$ cat src/rtl/dmm_pkg.sv
package dmm_pkg;
   // Control field positions (decoded by the instruction word producer)
   localparam int BIT_FIRST_MAX  = 56;
   localparam int BIT_SAT        = 55;
   localparam int BIT_SEC_SIGNED = 54;
   localparam int OP_HI          = 53;
   localparam int OP_LO          = 51;
   localparam int BIT_B_REG      = 50;
   localparam int BIT_B_SIGNED   = 49;
   localparam int BIT_A_SIGNED   = 48;
   localparam int FMT_A_HI       = 38;
   localparam int FMT_A_LO       = 37;
   localparam int FMT_B_HI       = 30;
   localparam int FMT_B_LO       = 29;
   localparam logic [1:0] FMT_WORD = 2'b11;

   typedef enum logic [2:0] {
      SEC_MRG_HI  = 3'd0,
      SEC_MRG_LO  = 3'd1,
      SEC_MRG_B0  = 3'd2,
      SEC_MRG_B2  = 3'd3,
      SEC_ACC     = 3'd4,
      SEC_MIN     = 3'd5,
      SEC_MAX     = 3'd6,
      SEC_PASS    = 3'd7
   } sec_op_e;

   typedef struct packed {
      logic    first_max;
      logic    first_signed;
      logic    sec_signed;
      sec_op_e op;
      logic    unsup;
   } ctl_t;
endpackage

$ cat src/rtl/dmm_decode.sv
module dmm_decode
   import dmm_pkg::*;
#(
   parameter int INSN_W = 64
) (
   input  logic [INSN_W-1:0] insn,
   output ctl_t              ctl
);
   if (INSN_W <= BIT_FIRST_MAX) begin : g_chk_w
      $error("dmm_decode: INSN_W too narrow for control fields");
   end

   logic fmt_a_bad, fmt_b_bad, sign_mix;

   always_comb begin
      fmt_a_bad = (insn[FMT_A_HI:FMT_A_LO] != FMT_WORD);
      fmt_b_bad = (insn[FMT_B_HI:FMT_B_LO] != FMT_WORD);
      sign_mix  = insn[BIT_A_SIGNED] ^ insn[BIT_B_SIGNED];
      ctl.first_max    = insn[BIT_FIRST_MAX];
      ctl.first_signed = insn[BIT_A_SIGNED];
      ctl.sec_signed   = insn[BIT_SEC_SIGNED];
      ctl.op           = sec_op_e'(insn[OP_HI:OP_LO]);
      ctl.unsup        = insn[BIT_SAT] | ~insn[BIT_B_REG] | fmt_a_bad
                         | fmt_b_bad | sign_mix;
   end
endmodule

$ cat src/rtl/dmm_stage1.sv
module dmm_stage1 #(
   parameter int W = 32
) (
   input  logic [W-1:0] a,
   input  logic [W-1:0] b,
   input  logic         take_max,
   input  logic         is_signed,
   output logic [W-1:0] res
);
   logic a_lt_b;

   always_comb begin
      // flip the sign bits so one unsigned comparator serves both modes
      a_lt_b = {a[W-1] ^ is_signed, a[W-2:0]} < {b[W-1] ^ is_signed, b[W-2:0]};
      res    = (a_lt_b ^ take_max) ? a : b;
   end
endmodule

$ cat src/rtl/dmm_stage2.sv
module dmm_stage2
   import dmm_pkg::*;
#(
   parameter int W    = 32,
   parameter int BYTE = 8
) (
   input  logic [W-1:0] s1,
   input  logic [W-1:0] c,
   input  sec_op_e      op,
   input  logic         is_signed,
   output logic [W-1:0] res
);
   localparam int HALF   = W / 2;
   localparam int NLANES = 4;

   function automatic int lane_off(int k);
      return (k == 0 || k == 3) ? HALF : 0;
   endfunction
   function automatic int lane_wid(int k);
      return (k < 2) ? HALF : BYTE;
   endfunction

   logic [W-1:0] merged [NLANES];

   for (genvar k = 0; k < NLANES; k++) begin : g_lane
      localparam int OFF = lane_off(k);
      localparam int WID = lane_wid(k);
      localparam logic [W-1:0] MASK = ((W'(1) << WID) - W'(1)) << OFF;
      assign merged[k] = (c & ~MASK) | ((s1 << OFF) & MASK);
   end

   logic s1_lt_c;

   always_comb begin
      s1_lt_c = {s1[W-1] ^ is_signed, s1[W-2:0]} < {c[W-1] ^ is_signed, c[W-2:0]};
      unique case (op)
         SEC_MRG_HI: res = merged[0];
         SEC_MRG_LO: res = merged[1];
         SEC_MRG_B0: res = merged[2];
         SEC_MRG_B2: res = merged[3];
         SEC_ACC:    res = s1 + c;
         SEC_MIN:    res = s1_lt_c ? s1 : c;
         SEC_MAX:    res = s1_lt_c ? c : s1;
         default:    res = s1;
      endcase
   end
endmodule

$ cat src/rtl/dmm_unit.sv
module dmm_unit
   import dmm_pkg::*;
#(
   parameter int DATA_W = 32,
   parameter int INSN_W = 64
) (
   input  logic              clk,
   input  logic              rst,
   input  logic              in_valid,
   input  logic [INSN_W-1:0] insn,
   input  logic [DATA_W-1:0] opnd_a,
   input  logic [DATA_W-1:0] opnd_b,
   input  logic [DATA_W-1:0] opnd_c,
   output logic              out_valid,
   output logic [DATA_W-1:0] out_result,
   output logic              out_unsup
);
   localparam int BYTE_W = 8;

   if (DATA_W % 2 != 0 || DATA_W < 3 * BYTE_W) begin : g_chk_data
      $error("dmm_unit: DATA_W must be even and hold the upper byte lane");
   end

   ctl_t              ctl;
   logic [DATA_W-1:0] s1_val, s2_val;

   dmm_decode #(.INSN_W(INSN_W)) u_dec (.insn(insn), .ctl(ctl));

   dmm_stage1 #(.W(DATA_W)) u_s1 (
      .a(opnd_a), .b(opnd_b), .take_max(ctl.first_max),
      .is_signed(ctl.first_signed), .res(s1_val));

   dmm_stage2 #(.W(DATA_W), .BYTE(BYTE_W)) u_s2 (
      .s1(s1_val), .c(opnd_c), .op(ctl.op),
      .is_signed(ctl.sec_signed), .res(s2_val));

   always_ff @(posedge clk) begin
      if (rst) begin
         out_valid  <= 1'b0;
         out_result <= '0;
         out_unsup  <= 1'b0;
      end else begin
         out_valid <= in_valid;
         if (in_valid) begin
            out_unsup  <= ctl.unsup;
            out_result <= ctl.unsup ? '0 : s2_val;
         end
      end
   end

   a_r1_valid_follows: assert property (@(posedge clk) disable iff (rst)
      in_valid |=> out_valid);
   a_r1_idle_quiet: assert property (@(posedge clk) disable iff (rst)
      !in_valid |=> !out_valid);
   a_r8_zero_on_unsup: assert property (@(posedge clk) disable iff (rst)
      (out_valid && out_unsup) |-> (out_result == '0));
   a_r2_pick_is_operand: assert property (@(posedge clk) disable iff (rst)
      in_valid |-> (s1_val == opnd_a || s1_val == opnd_b));
   a_r4_hi_keeps_low: assert property (@(posedge clk) disable iff (rst)
      (in_valid && !ctl.unsup && ctl.op == SEC_MRG_HI)
      |=> (out_result[DATA_W/2-1:0] == $past(opnd_c[DATA_W/2-1:0])));
   a_r4_b0_keeps_upper: assert property (@(posedge clk) disable iff (rst)
      (in_valid && !ctl.unsup && ctl.op == SEC_MRG_B0)
      |=> (out_result[DATA_W-1:BYTE_W] == $past(opnd_c[DATA_W-1:BYTE_W])));
   a_r6_umax_not_below_c: assert property (@(posedge clk) disable iff (rst)
      (in_valid && !ctl.unsup && ctl.op == SEC_MAX && !ctl.sec_signed)
      |=> (out_result >= $past(opnd_c)));
   a_r7_pass_first: assert property (@(posedge clk) disable iff (rst)
      (in_valid && !ctl.unsup && ctl.op == SEC_PASS)
      |=> (out_result == $past(s1_val)));
endmodule

$ cat config.mk
export PLATFORM = sky130hd
export DESIGN_NAME = dmm_unit
export DESIGN_NICKNAME = d
export VERILOG_FILES = /design/src/rtl/dmm_pkg.sv /design/src/rtl/dmm_decode.sv /design/src/rtl/dmm_stage1.sv /design/src/rtl/dmm_stage2.sv /design/src/rtl/dmm_unit.sv
export SDC_FILE = /design/constraint.sdc
export NUM_CORES = 1
export LEC_CHECK = 0
export ABC_AREA = 1
export BUFFER_PORTS_ARGS = -buffer_cell sky130_fd_sc_hd__buf_2
export CAP_MARGIN = 20
export CORE_MARGIN = 8
export CORE_UTILIZATION = 40
export CTS_BUF_LIST = sky130_fd_sc_hd__clkbuf_8
export DETAILED_ROUTE_END_ITERATION = 10
export PLACE_DENSITY = 0.68
export SYNTH_ARGS = -nofsm -noshare
export SYNTH_HDL_FRONTEND = slang
export SYNTH_SLANG_ARGS = --single-unit
$ cat constraint.sdc
create_clock -name clk -period 3.8 [get_ports clk]
set_input_delay 0.38 -clock clk [delete_from_list [all_inputs] [get_ports clk]]
set_output_delay 0.38 -clock clk [all_outputs]
set_load 0.01 [all_outputs]
=== Yosys cells after proc, flatten, opt, wreduce, memory -nomap -nowiden ===
Cells that the tools add are included.
Widths: inputs -> output; s select.

* Bits in registers: 34
* Input bits: 163
* Logic and storage cells: 35

* Add/subtract/negate cells: 1
* Order comparisons: 2
* Equality and inequality tests: 8
* Muxes and demuxes: 5
* Bitwise logic cells: 15
* Reduce and logical (&&, ||, !) cells: 1

{| class="wikitable"
|+ Operators by type and width
! cell !! number
|-
| $pmux 32 s7 || 1
|-
| $mux 32 || 4
|-
| $lt 32x32->1 || 2
|-
| $add 32x32->32 || 1
|-
| $or 16x32->32 || 1
|-
| $or 32x16->32 || 1
|-
| $or 32x24->32 || 1
|-
| $or 32x8->32 || 1
|-
| $eq 3x3->1 const B || 3
|-
| $eq 3x2->1 const B || 2
|-
| $xor 1x1->1 || 6
|-
| $ne 2x2->1 const B || 2
|-
| $or 1x1->1 || 4
|-
| $eq 3x1->1 const B || 1
|-
| $logic_not 3->1 || 1
|-
| $not 1->1 || 1
|}

=== Logic depth before layout (Yosys ltp) ===
Gate-level depths: netlist of the first run.

* Depth in word-level cells: 9
* Depth in mapped cells: 37

=== By module ===
Synthesis of the first run repeated with hierarchy kept, for this count alone.

* Cell total of the unflattened synthesis: 1,452
* Area, all modules: 7,908.8 sq um

{| class="wikitable"
|+ Modules (own cells, without submodules)
! module !! instances !! cells an instance !! area an instance (sq um) !! seq. area each (sq um)
|-
| dmm_stage2 || 1 || 1,041 || 5,077.4 || 0.0
|-
| dmm_stage1 || 1 || 245 || 1,418.9 || 0.0
|-
| dmm_unit || 1 || 150 || 1,328.8 || 680.7
|-
| dmm_decode || 1 || 16 || 83.8 || 0.0
|}

=== Worst setup path before layout of the first run ===
OpenSTA, ideal clock, no wires.

* Kind: input port to flip-flop
* Start: in opnd_a[31]
* End: reg out_result[21]
* Arrival: 3.559 ns
* Data required time: 3.668 ns
* Setup slack: 0.109 ns
* Cell stages on the path: 31
* Cell sequence: xor2_1 ha_1 a21oi_1 o21a_1 nand2_1 a21oi_4 nand2_2 nand2_4 nand2_4 buf_12 nand2_1 nand2_1 xor2_1 ha_1 inv_1 nor2_1 nand3_1 inv_1 nand2_1 o311ai_0 a21oi_2 nand2_2 nand2_2 nand2_4 nor2_4 inv_4 buf_6 nand2_1 nand4_1 nand2_1 a21oi_2

* Cells in the longest elaborated chain, start to end: 9
* Elaborated cells between the ends (all ways): 13

{| class="wikitable"
|+ RTL lines
! element !! line !! source
|-
| start: declaration || dmm_unit.sv:11 || <nowiki>input logic [DATA_W-1:0] opnd_a,</nowiki>
|-
| $xor 1x1->1 || dmm_stage1.sv:14 || <nowiki>a_lt_b = {a[W-1] ^ is_signed, a[W-2:0]} < {b[W-1] ^ is_signed, b[W-2:0]};</nowiki>
|-
| $lt 32x32->1 || dmm_stage1.sv:14 ||
|-
| $xor 1x1->1 || dmm_stage1.sv:15 || <nowiki>res = (a_lt_b ^ take_max) ? a : b;</nowiki>
|-
| $mux 32 * || dmm_stage1.sv:15 ||
|-
| $xor 1x1->1 || dmm_stage2.sv:35 || <nowiki>s1_lt_c = {s1[W-1] ^ is_signed, s1[W-2:0]} < {c[W-1] ^ is_signed, c[W-2:0]};</nowiki>
|-
| $lt 32x32->1 || dmm_stage2.sv:35 ||
|-
| $mux 32, on equally long branches || dmm_stage2.sv:43, dmm_stage2.sv:42 ||
|-
| $pmux 32 s7 * || dmm_stage2.sv:36 || <nowiki>unique case (op)</nowiki>
|-
| $mux 32 * || dmm_unit.sv:46 || <nowiki>out_result <= ctl.unsup ? '0 : s2_val;</nowiki>
|-
| end signal: assignment || dmm_unit.sv:46 ||
|-
| end: declaration || dmm_unit.sv:15 || <nowiki>output logic [DATA_W-1:0] out_result,</nowiki>
|}

Every way passes the cells marked *; elsewhere a longest branch is shown, timed or not.
A chain may end at the register's enable or synchronous reset.

=== Worst setup path after layout of the first run ===
* Start: in opnd_b[23]
* End: reg out_result[16]

* Cells in the longest elaborated chain, start to end: 8
* Elaborated cells between the ends (all ways): 12

{| class="wikitable"
|+ RTL lines
! element !! line !! source
|-
| start: declaration || dmm_unit.sv:12 || <nowiki>input logic [DATA_W-1:0] opnd_b,</nowiki>
|-
| $lt 32x32->1 || dmm_stage1.sv:14 ||
|-
| $xor 1x1->1 || dmm_stage1.sv:15 ||
|-
| $mux 32 * || dmm_stage1.sv:15 ||
|-
| $xor 1x1->1 || dmm_stage2.sv:35 ||
|-
| $lt 32x32->1 || dmm_stage2.sv:35 ||
|-
| $mux 32, on equally long branches || dmm_stage2.sv:43, dmm_stage2.sv:42 ||
|-
| $pmux 32 s7 * || dmm_stage2.sv:36 ||
|-
| $mux 32 * || dmm_unit.sv:46 ||
|}

Marks and branches as above.

==> results.md, run 1 <==
* Status: finished, violations left
* Violations in the final reports: setup timing
* Setup slack, reg-to-reg at 3.00 ns
* Initial Util at 0.407
* Max-Cap Viols at 0
* Unrepaired setup endpoints after global routing: true
* Max-slew violation count at 0
* Layout Skew at 0 ns
* CP max FO at 11
* Final Hold Fails at 0
* CTS tree: yes
* Worst path required time at 3.94 ns
* CP Class: input pin to flip-flop
* Placed Cells at 1559
* Die Height at 140 um
* Core area at 15100 um2
* Global-route wire length before repair at 39.9 mm
* Multi-input gate area at 5930 um2
* GPL Wtd Cong at 1.03
* Filler instances at 1258
* CTS Sinks at 34
* Num CTS Buffers at 5
* Total Wirelength at 26.9 mm
* EDFF count, synth at 0
* Final worst path period need at 4.21 ns
* Vias at 8511
* Drt wl/cell at 16.7 um
* Max stage delay on crit path at 0.35 ns
* Worst Slack Setup Final at -0.406 ns
* Hold Path Class: input pin to flip-flop
* Layout cells sized above 1 at 0.465
* Layout Cells excl Fill at 1615
* H-tree depth at 2
* Critical-path top delay cell: ha_1
* Drt first pass iters at 6
* Cells after Synth at 1035
* # IOs at 197
* Vias in the first global route at 8266
* Max Fclk at 0.238 GHz
* Die Wd at 140 um
* Worst setup EP type: flip-flop
* Primary FF master, synth: dfxtp_1
* Via density at 5.27
* Startpoint Class: input pin
* Worst EP arrival at 4.35 ns
* DRC at 0
* Crit-path most repeated cell: nand2_4
* Initial antenna violation count at 0
* Clock-pin slew on the worst setup and hold paths at 0.07 ns
* Slew HR at 0.501
* Post-DRT Antenna Nets at 0
* Total GRT Usage at 0.248
* Sequential element share of the synthesized area at 0.111
* Syn avg cell area at 5.94 um2
* Largest net degree at the start of global routing at 35
* Unique masters post-synth at 50
* Asr flop ratio synth at 0
* Die area at 19600 um2
* Total power at 3.29 mW
* Antenna fix cells at 0
* Pleak at 5.38 nW
* FF/Latch Area at 681 um2
* Nets at 1691
* VDD IR max at 0.208 mV
* Yosys reg bits at 34
* Cell taking the most area after synthesis: ha_1
* Slew @ Worst Pin at 0.749 ns
* Iteration-0 DRC Markers at 629
* Area grow syn2layout at 70.1%
* Post-Synthesis Net Count at 1300
* Row Count at 45
* YS warnings at 0
* Mapped Area at 6140 um2
* Ranking of synthesized cells by area: ha_1 21%, nand2_1 16%, dfxtp_1 11%
* Period utilisation layout at 1.11
* Dpl hpwl at 20.0 mm
* Root Buffer: clkbuf_8
* Later-pin clock latency in the skew report at 0.28 ns
* Area fraction of the dominant cell type after synthesis at 0.206
* Power Dens Cells at 315 nW/um2
* Grt total ovfl at 0
* Bufs on Longest Clock Path at 2
* IO Port Bufs at 145
* Final setup viols at 32
-- logic make-up (layout without fill, tap and decap cells) --
family / Yosys count / count (layout) / synth area share
simple gates: 462 / 464 / 0.320
compound gates: 239 / 239 / 0.224
buf+inv: 192 / 582 / 0.127
fa+ha+maj: 102 / 102 / 0.209
flops: 34 / 34 / 0.111
xor+xnor: 6 / 6 / 0.00855
-- cells in the final DEF (no fill, tap or decap), types with 5 or more instances in the layout --
cell type	n
dfxtp_1	34
inv_1	143
o21ai_2	27
nand2_4	20
nand2_1	226
ha_4	31
a21oi_4	6
o211ai_1	7
buf_4	234
nor2_2	17
a21oi_1	78
nand4_1	19
o21ai_1	23
buf_6	23
inv_2	25
o21ai_0	29
nand3_2	17
nand3_1	33
o21ai_4	7
buf_2	139
nor2_1	68
a21oi_2	33
nand2_2	36
ha_1	70
clkbuf_8	5
o21bai_1	5
-- worst paths after layout --
path,start,endpoint,cells past startpoint
min,in_valid,out_unsup,4
max,opnd_b[23],out_result[16],31
min reg2reg,out_result[8],out_result[8],2
max reg2reg,out_unsup,out_unsup,3
-- flip-flops by register name (all words and copies together), names as in the netlist --
name,count
out_result,32
out_unsup,1
out_valid,1
-- cell usage after synthesis, types with 5 or more instances --
library cell	count
nand2_1	268
inv_1	160
a21oi_1	108
ha_1	101
nor2_1	86
nand3_1	53
o21ai_0	49
dfxtp_1	34
o21ai_1	25
nand4_1	19
o21ai_2	12
nand2_2	11
inv_2	10
a21oi_2	8
clkbuf_1	8
nor3_1	7
o211ai_1	7
buf_2	5
nand2_4	5
o21bai_1	5
-- where the power goes --
part           total [mW]  switching [mW]  internal [mW]  leakage, nW
Combinational        2.59            1.38           1.21         5.05
Clock               0.338           0.144          0.193       0.0579
Sequential          0.359        0.000766          0.358        0.274
-- routing by layer --
metal  up-vias  GRT usage  part of all wire
met4         0      0.115             0.048
li1       4173          -                 -
met1      3888      0.301              0.41
met2       365      0.421              0.47
met5         -          0                 0
met3        85     0.0415             0.070
-- area by class of cell --
class	count	area share
clock inverters	3	0.00383
clock buffers	5	0.00659
repair buffers	401	0.271
flip-flops and latches	34	0.0651
multi-input cells	811	0.568
well taps	188	0.0225
inverters	173	0.0636
-- through the flow --
stage | worst slack [ns] | instance area, um2 | hold slack [ns] | setup TNS [ns] | utilization
2_1_floorplan | 0.109 | 6140 | 0.490 | 0 | -
4_1_cts | -0.213 | 9640 | 0.448 | -4.51 | 0.639
6_report | -0.406 | 10400 | 0.446 | -10.67 | 0.692
5_1_grt | -0.544 | 10400 | 0.478 | -15.28 | 0.692
3_5_place_dp | -0.720 | 8580 | 0.454 | -20.08 | 0.569
3_3_place_gp | -0.637 | 8580 | 0.450 | -17.44 | 0.569
-- critical path, delay by kind of cell --
family,cells,cell delay [ns]
simple gates,20,2.41
buf+inv,7,0.69
compound gates,1,0.06
fa+ha+maj,2,0.61
xor+xnor,1,0.15
-- repair_timing --
item                                    4_1_cts  5_1_grt
gates resized for setup                     151      154
buffers inserted                             35       14
hold buffers                                  0        0
endpoints found under the setup margin       32       32
pin swaps                                    56       69
gates cloned                                  4        0
(Power assumes the default switching activity.)
==> run 2, diff against run 1 <==
- CTS_BUF_LIST: sky130_fd_sc_hd__clkbuf_8 -> not set
- RECOVER_POWER: not set -> 25
- SKIP_LAST_GASP: not set -> 1
==> results.md, run 2 (same netlist as run 1, synthesis figures left out) <==
* Status: finished, violations left (unchanged)
* Violations in the final reports: setup timing (unchanged)
* Filler instances at 1335 (was 1258)
* Placed Area at 8580 um2 (unchanged)
* Bufs on Longest Clock Path at 2 (unchanged)
* Max stage delay on crit path at 0.36 ns (was 0.35 ns)
* Most frequent cells in the layout: 242 x buf_4, 234 x nand2_1, 152 x inv_1, 142 x buf_2 (was 234 x buf_4, 226 x nand2_1, 143 x inv_1, 139 x buf_2, 78 x a21oi_1)
* Hold WS at 0.456 ns (was 0.446 ns)
* FF/Latch Area at 681 um2 (unchanged)
* Period utilisation layout at 1.12 (was 1.11)
* Die Wd at 140 um (unchanged)
* Worst setup EP type: flip-flop (unchanged)
* Later-pin clock latency in the skew report at 0.28 ns (about the same)
* Area grow syn2layout at 61.9% (was 70.1%)
* Slew @ Worst Pin at 0.717 ns (was 0.749 ns)
* Slew HR at 0.522 (was 0.501)
* Via density at 5.18 (was 5.27)
* Unrepaired setup endpoints after global routing: true (unchanged)
* Hold path start: out_result[8] (was in_valid)
* Crit-path most repeated cell: nand2_4 (unchanged)
* Initial Util at 0.407 (unchanged)
* Worst Slack Setup Final at -0.462 ns (was -0.406 ns)
* Largest Register: out_result (unchanged)
* Max-slew violation count at 0 (unchanged)
* Crit path launch: opnd_a[31] (was opnd_b[23])
* CP Class: input pin to flip-flop (unchanged)
* Drt wl/cell at 15.9 um (was 16.7 um)
* Total GRT Usage at 0.245 (was 0.248)
* Iteration-0 DRC Markers at 642 (was 629)
* Cells on worst reg2reg path at 3 (unchanged)
* Pleak at 5.34 nW (was 5.38 nW)
* # IOs at 197 (unchanged)
* CTS Sinks at 34 (unchanged)
* Die area at 19600 um2 (unchanged)
* Cell area after layout at 9950 um2 (was 10400 um2)
* Hold Path Cell Cnt at 2 (was 4)
* GPL Wtd Cong at 1.03 (unchanged)
* Total Wirelength at 25.6 mm (was 26.9 mm)
* Worst path required time at 3.94 ns (about the same)
* Power Dens Cells at 325 nW/um2 (was 315 nW/um2)
* Antenna fix cells at 0 (unchanged)
* Drt first pass iters at 9 (was 6)
* IO Port Bufs at 145 (unchanged)
* # hold bufs at CTS at 0 (unchanged)
* CP max FO at 6 (was 11)
* DRC at 0 (unchanged)
* Dpl hpwl at 20.0 mm (unchanged)
* Biggest regs: out_result (32), out_unsup (1), out_valid (1) (unchanged)
* Multi-input gate area at 5480 um2 (was 5930 um2)
* Nets at 1687 (was 1691)
* Hold Path Class: flip-flop to flip-flop (was input pin to flip-flop)
* Vias in the first global route at 8101 (was 8266)
* Num CTS Buffers at 5 (unchanged)
* Grt total ovfl at 0 (unchanged)
* Vias at 8346 (was 8511)
* Max reg flops at 32 (unchanged)
* VDD IR max at 0.184 mV (was 0.208 mV)
* Row Count at 45 (unchanged)
* Clock-pin slew on the worst setup and hold paths at 0.06 ns (was 0.07 ns)
* Commonest non-fill, non-tap cell in the layout: buf_4 (unchanged)
* Total power at 3.23 mW (was 3.29 mW)
* Layout Skew at 0 ns (unchanged)
* RR Startpoint: out_unsup (unchanged)
* Global-route wire length before repair at 39.2 mm (was 39.9 mm)
* Final Hold Fails at 0 (unchanged)
* Core area at 15100 um2 (unchanged)
* CTS tree: yes (unchanged)
* Post-DRT Antenna Nets at 0 (unchanged)
* Layout cells sized above 1 at 0.422 (was 0.465)
* Max Fclk at 0.235 GHz (was 0.238 GHz)
* Final worst path period need at 4.26 ns (was 4.21 ns)
* Final setup viols at 32 (unchanged)
* Worst EP arrival at 4.41 ns (was 4.35 ns)
* Largest net degree at the start of global routing at 35 (unchanged)
* Initial antenna violation count at 0 (unchanged)
* Critical-path top delay cell: ha_1 (unchanged)
* Root Buffer: clkbuf_16 (was clkbuf_8)
* Die Height at 140 um (unchanged)
* Startpoint Class: input pin (unchanged)
* Max-Cap Viols at 0 (unchanged)
* H-tree depth at 2 (unchanged)
-- run 2: cell type report --
cell class,count,share of cell area
multi-input combinational,810,0.551
timing repair inverter,1,0.00113
inverter,173,0.0660
sequential,34,0.0684
clock buffer,5,0.0126
tap,188,0.0236
timing repair buffer,397,0.273
clock inverter,3,0.00403
-- run 2: path summary, 6_finish.rpt --
kind / endpoint / slack, ns
worst max-delay path: out_result[18] / -0.46
worst min-delay path: out_result[8] / 0.46
worst max register to register: out_unsup / 3.01
worst min register to register: out_result[8] / 0.46
-- run 2: metal layers --
metal | vias up | GRT usage | share of wire
li1 | 4151 | - | -
met1 | 3779 | 0.298 | 0.42
met2 | 340 | 0.413 | 0.46
met3 | 76 | 0.0408 | 0.078
met4 | 0 | 0.115 | 0.050
met5 | - | 0 | 0
-- run 2: worst max-delay path: cells and delay by family --
| kind | cells | cell delay, ns |
|---|---|---|
| AO/OA/AOI/OAI | 4 | 0.51 |
| XOR/XNOR | 2 | 0.32 |
| adder cells (fa/ha/maj) | 2 | 0.66 |
| buffers and inverters | 6 | 0.72 |
| AND/OR/NAND/NOR | 17 | 1.80 |
-- run 2: what timing repair did --
item                                    4_1_cts  5_1_grt
setup buffers                                33       12
pin swaps                                    43       55
gates resized for setup                     100      108
endpoints found under the setup margin       32       32
gates cloned                                  2        1
-- run 2: per-stage QoR --
step / utilization / cells / TNS [ns] / setup slack, ns
2_1_floorplan: - / 1035 / 0 / 0.109
3_3_place_gp: 0.569 / 1559 / -17.44 / -0.637
3_5_place_dp: 0.569 / 1559 / -20.08 / -0.720
4_1_cts: 0.624 / 1600 / -5.48 / -0.232
5_1_grt: 0.659 / 1611 / -17.54 / -0.628
6_report: 0.659 / 1611 / -11.57 / -0.462
-- run 2: power breakdown --
| part | internal [mW] | switching [mW] | leakage (nW) |
|---|---|---|---|
| Combinational | 1.12 | 1.29 | 4.98 |
| Sequential | 0.359 | 0.000771 | 0.274 |
| Clock | 0.307 | 0.154 | 0.0836 |
==> run 3, diff against run 2 <==
- ABC_AREA: 1 -> not set
- CORE_MARGIN: 8 -> not set
- PLACE_DENSITY: 0.68 -> 0.69
==> results.md, run 3 <==
* GR Util met1 at 0.364 (was 0.298)
* Layout cells sized above 1 at 0.430 (was 0.422)
* CTS Sinks at 34 (unchanged)
* Pleak at 4.42 nW (was 5.34 nW)
* Total power at 3.10 mW (was 3.23 mW)
* H-tree depth at 2 (unchanged)
* Post-Synthesis Net Count at 1028 (was 1300)
* Hold WS at 0.365 ns (was 0.456 ns)
* Final worst path period need at 5.13 ns (was 4.26 ns)
* Num CTS Buffers at 5 (unchanged)
* CP endpoint: out_result[21] (was out_result[18])
* Status: finished, violations left (unchanged)
* Mapped Area at 5750 um2 (was 6140 um2)
* Cells on worst reg2reg path at 4 (was 3)
* Hold path start: opnd_c[2] (was out_result[8])
* Utilization after layout at 0.652 (was 0.659)
* Final setup viols at 32 (unchanged)
* Area fraction of the dominant cell type after synthesis at 0.220 (was 0.206)
* YS warnings at 0 (unchanged)
* Final Hold Fails at 0 (unchanged)
* Violations in the final reports: setup timing (unchanged)
* EDFF count, synth at 0 (unchanged)
* Cells after Synth at 763 (was 1035)
* Total Wirelength at 22.3 mm (was 25.6 mm)
* Startpoint Class: input pin (unchanged)
* Gr busiest metal: met2 (unchanged)
* Worst EP arrival at 5.28 ns (was 4.41 ns)
* Die Wd at 122 um (was 140 um)
* Largest delay share family, worst path: simple AND/OR/NAND/NOR gates (unchanged)
* Max-slew violation count at 0 (unchanged)
* Grt total ovfl at 0 (unchanged)
* Commonest non-fill, non-tap cell in the layout: buf_4 (unchanged)
* Worst path buffer plus inverter count at 7 (was 6)
* # IOs at 197 (unchanged)
* Most frequent cells in the layout: 193 x buf_4, 134 x buf_2, 91 x inv_1, 85 x ha_1, 61 x nand2_1 (was 242 x buf_4, 234 x nand2_1, 152 x inv_1, 142 x buf_2)
* VDD IR max at 0.240 mV (was 0.184 mV)
* Clock-pin slew on the worst setup and hold paths at 0.06 ns (about the same)
* Post-synth top cells: 101 x ha_1, 91 x inv_1, 62 x nand2_1, 56 x nor2_1, 50 x a21oi_1 (was 268 x nand2_1, 160 x inv_1, 108 x a21oi_1, 101 x ha_1, 86 x nor2_1)
* Largest Register: out_result (unchanged)
* Root Buffer: clkbuf_16 (unchanged)
* Layout Skew at 0 ns (unchanged)
* Syn avg cell area at 7.54 um2 (was 5.94 um2)
* Row Count at 43 (was 45)
* Critical-path top delay cell: or4_4 (was ha_1)
* CP Depth at 27 (was 31)
* Post-DRT Antenna Nets at 0 (unchanged)
* Yosys reg bits at 34 (unchanged)
* Max reg flops at 32 (unchanged)
* Met3 Usage GRT at 0.0501 (was 0.0408)
* Bufs on Longest Clock Path at 2 (unchanged)
* Area grow syn2layout at 58.0% (was 61.9%)
* # hold bufs at CTS at 0 (unchanged)
* Primary FF master, synth: dfxtp_1 (unchanged)
* Core area at 13900 um2 (was 15100 um2)
* Setup slack, reg-to-reg at 2.56 ns (was 3.01 ns)
* Initial antenna violation count at 0 (unchanged)
* Ranking of synthesized cells by area: ha_1 22%, dfxtp_1 12%, inv_1 5.9% (was ha_1 21%, nand2_1 16%, dfxtp_1 11%)
* Asr flop ratio synth at 0 (unchanged)
* CP Class: input pin to flip-flop (unchanged)
* Worst Slack Setup Final at -1.33 ns (was -0.462 ns)
* Crit path launch: insn[48] (was opnd_a[31])
* Crit-path most repeated cell: buf_4 (was nand2_4)
* Power Dens Cells at 341 nW/um2 (was 325 nW/um2)
* Worst setup EP type: flip-flop (unchanged)
* Hold Path Class: input pin to flip-flop (was flip-flop to flip-flop)
* Global-route wire length before repair at 33.7 mm (was 39.2 mm)
* Drt first pass iters at 7 (was 9)
* Slew @ Worst Pin at 0.943 ns (was 0.717 ns)
* R2r endpoint: out_result[28] (was out_unsup)
* Die Height at 122 um (was 140 um)
* Total GRT Usage at 0.291 (was 0.245)
* Antenna fix cells at 0 (unchanged)
* Die area at 14900 um2 (was 19600 um2)
* Drt wl/cell at 17.5 um (was 15.9 um)
* Sequential element share of the synthesized area at 0.118 (was 0.111)
* IO Port Bufs at 145 (unchanged)
* GPL Wtd Cong at 0.932 (was 1.03)
* Unrepaired setup endpoints after global routing: true (unchanged)
* Most common cell in the netlist: ha_1 (was nand2_1)
* Dpl hpwl at 17.3 mm (was 20.0 mm)
* Max-Cap Viols at 0 (unchanged)
* RR Startpoint: out_result[28] (was out_unsup)
* Worst path required time at 3.95 ns (was 3.94 ns)
* CP max FO at 6 (unchanged)
* Period utilisation layout at 1.35 (was 1.12)
* CTS tree: yes (unchanged)
* DRC at 0 (unchanged)
* Unique masters post-synth at 71 (was 50)
* Via density at 5.59 (was 5.18)
* Post-Place Setup Slack at -1.71 ns (was -0.720 ns)
* Later-pin clock latency in the skew report at 0.29 ns (was 0.28 ns)
* Setup tns final at -39.86 ns (was -11.57 ns)
* Iteration-0 DRC Markers at 585 (was 642)
* Cell taking the most area after synthesis: ha_1 (unchanged)
* Largest net degree at the start of global routing at 22 (was 35)
* Nets at 1358 (was 1687)
* Biggest regs: out_result (32), out_unsup (1), out_valid (1) (unchanged)
* Vias at 7119 (was 8346)
* Initial Util at 0.413 (was 0.407)
* Slew HR at 0.366 (was 0.522)
* Vias in the first global route at 6898 (was 8101)
* Met2 Use GR at 0.503 (was 0.413)
* Max stage delay on crit path at 0.43 ns (was 0.36 ns)
* Max Fclk at 0.195 GHz (was 0.235 GHz)
## run 3: worst min-delay path, delay by kind of cell
| family | cells | cell delay, ns |
|---|---|---|
| compound gates | 1 | 0.06 |
| buf+inv | 1 | 0.11 |
| simple gates | 1 | 0.05 |
## run 3: per-layer routing
layer	vias up	part of all wire
li1	3435	-
met1	3318	0.44
met2	301	0.47
met3	65	0.062
met4	0	0.032
met5	-	0
## run 3: worst min path at each step
| stage | to | cells after the start |
|---|---|---|
| floorplan | out_result[10] | 2 |
| global placement | out_result[10] | 2 |
| detailed placement | out_result[10] | 2 |
| CTS | out_result[2] | 3 |
| global route | out_result[2] | 3 |
| finish | out_result[2] | 3 |
## run 3: kinds of logic after synthesis
logic type	after synthesis	share of synthesized area
fa+ha+maj	102	0.223
flops	34	0.118
xor+xnor	36	0.0548
buf+inv	119	0.0820
simple gates	219	0.189
mux	35	0.0709
compound gates	218	0.262
## run 3: where the power goes
group / switching [mW] / internal, mW / leakage (nW)
registers: 0.000843 / 0.358 / 0.274
logic: 1.12 / 1.19 / 4.08
clock network: 0.171 / 0.261 / 0.0739
total: 1.29 / 1.81 / 4.42
## run 3: what timing repair did
item,4_1_cts,5_1_grt
gates cloned,0,1
endpoints found under the setup margin,32,32
buffers inserted,10,13
pin swaps,32,37
resized for setup,42,55
hold endpoints to repair,0,0
## run 3: area by class of cell
cell class	instances	area, um2
flip-flops and latches	34	681
multi-input cells	610	5290
fillers	1189	4850
inverters	92	345
well taps	180	225
clock inverters	1	5.00
clock buffers	7	143
repair buffers	350	2390
## run 3: stage by stage
stage | std cells | cell area [um2]
2_1_floorplan | 763 | 5940
3_3_place_gp | 1242 | 8150
3_5_place_dp | 1242 | 8150
4_1_cts | 1260 | 8650
5_1_grt | 1274 | 9080
6_report | 1274 | 9080
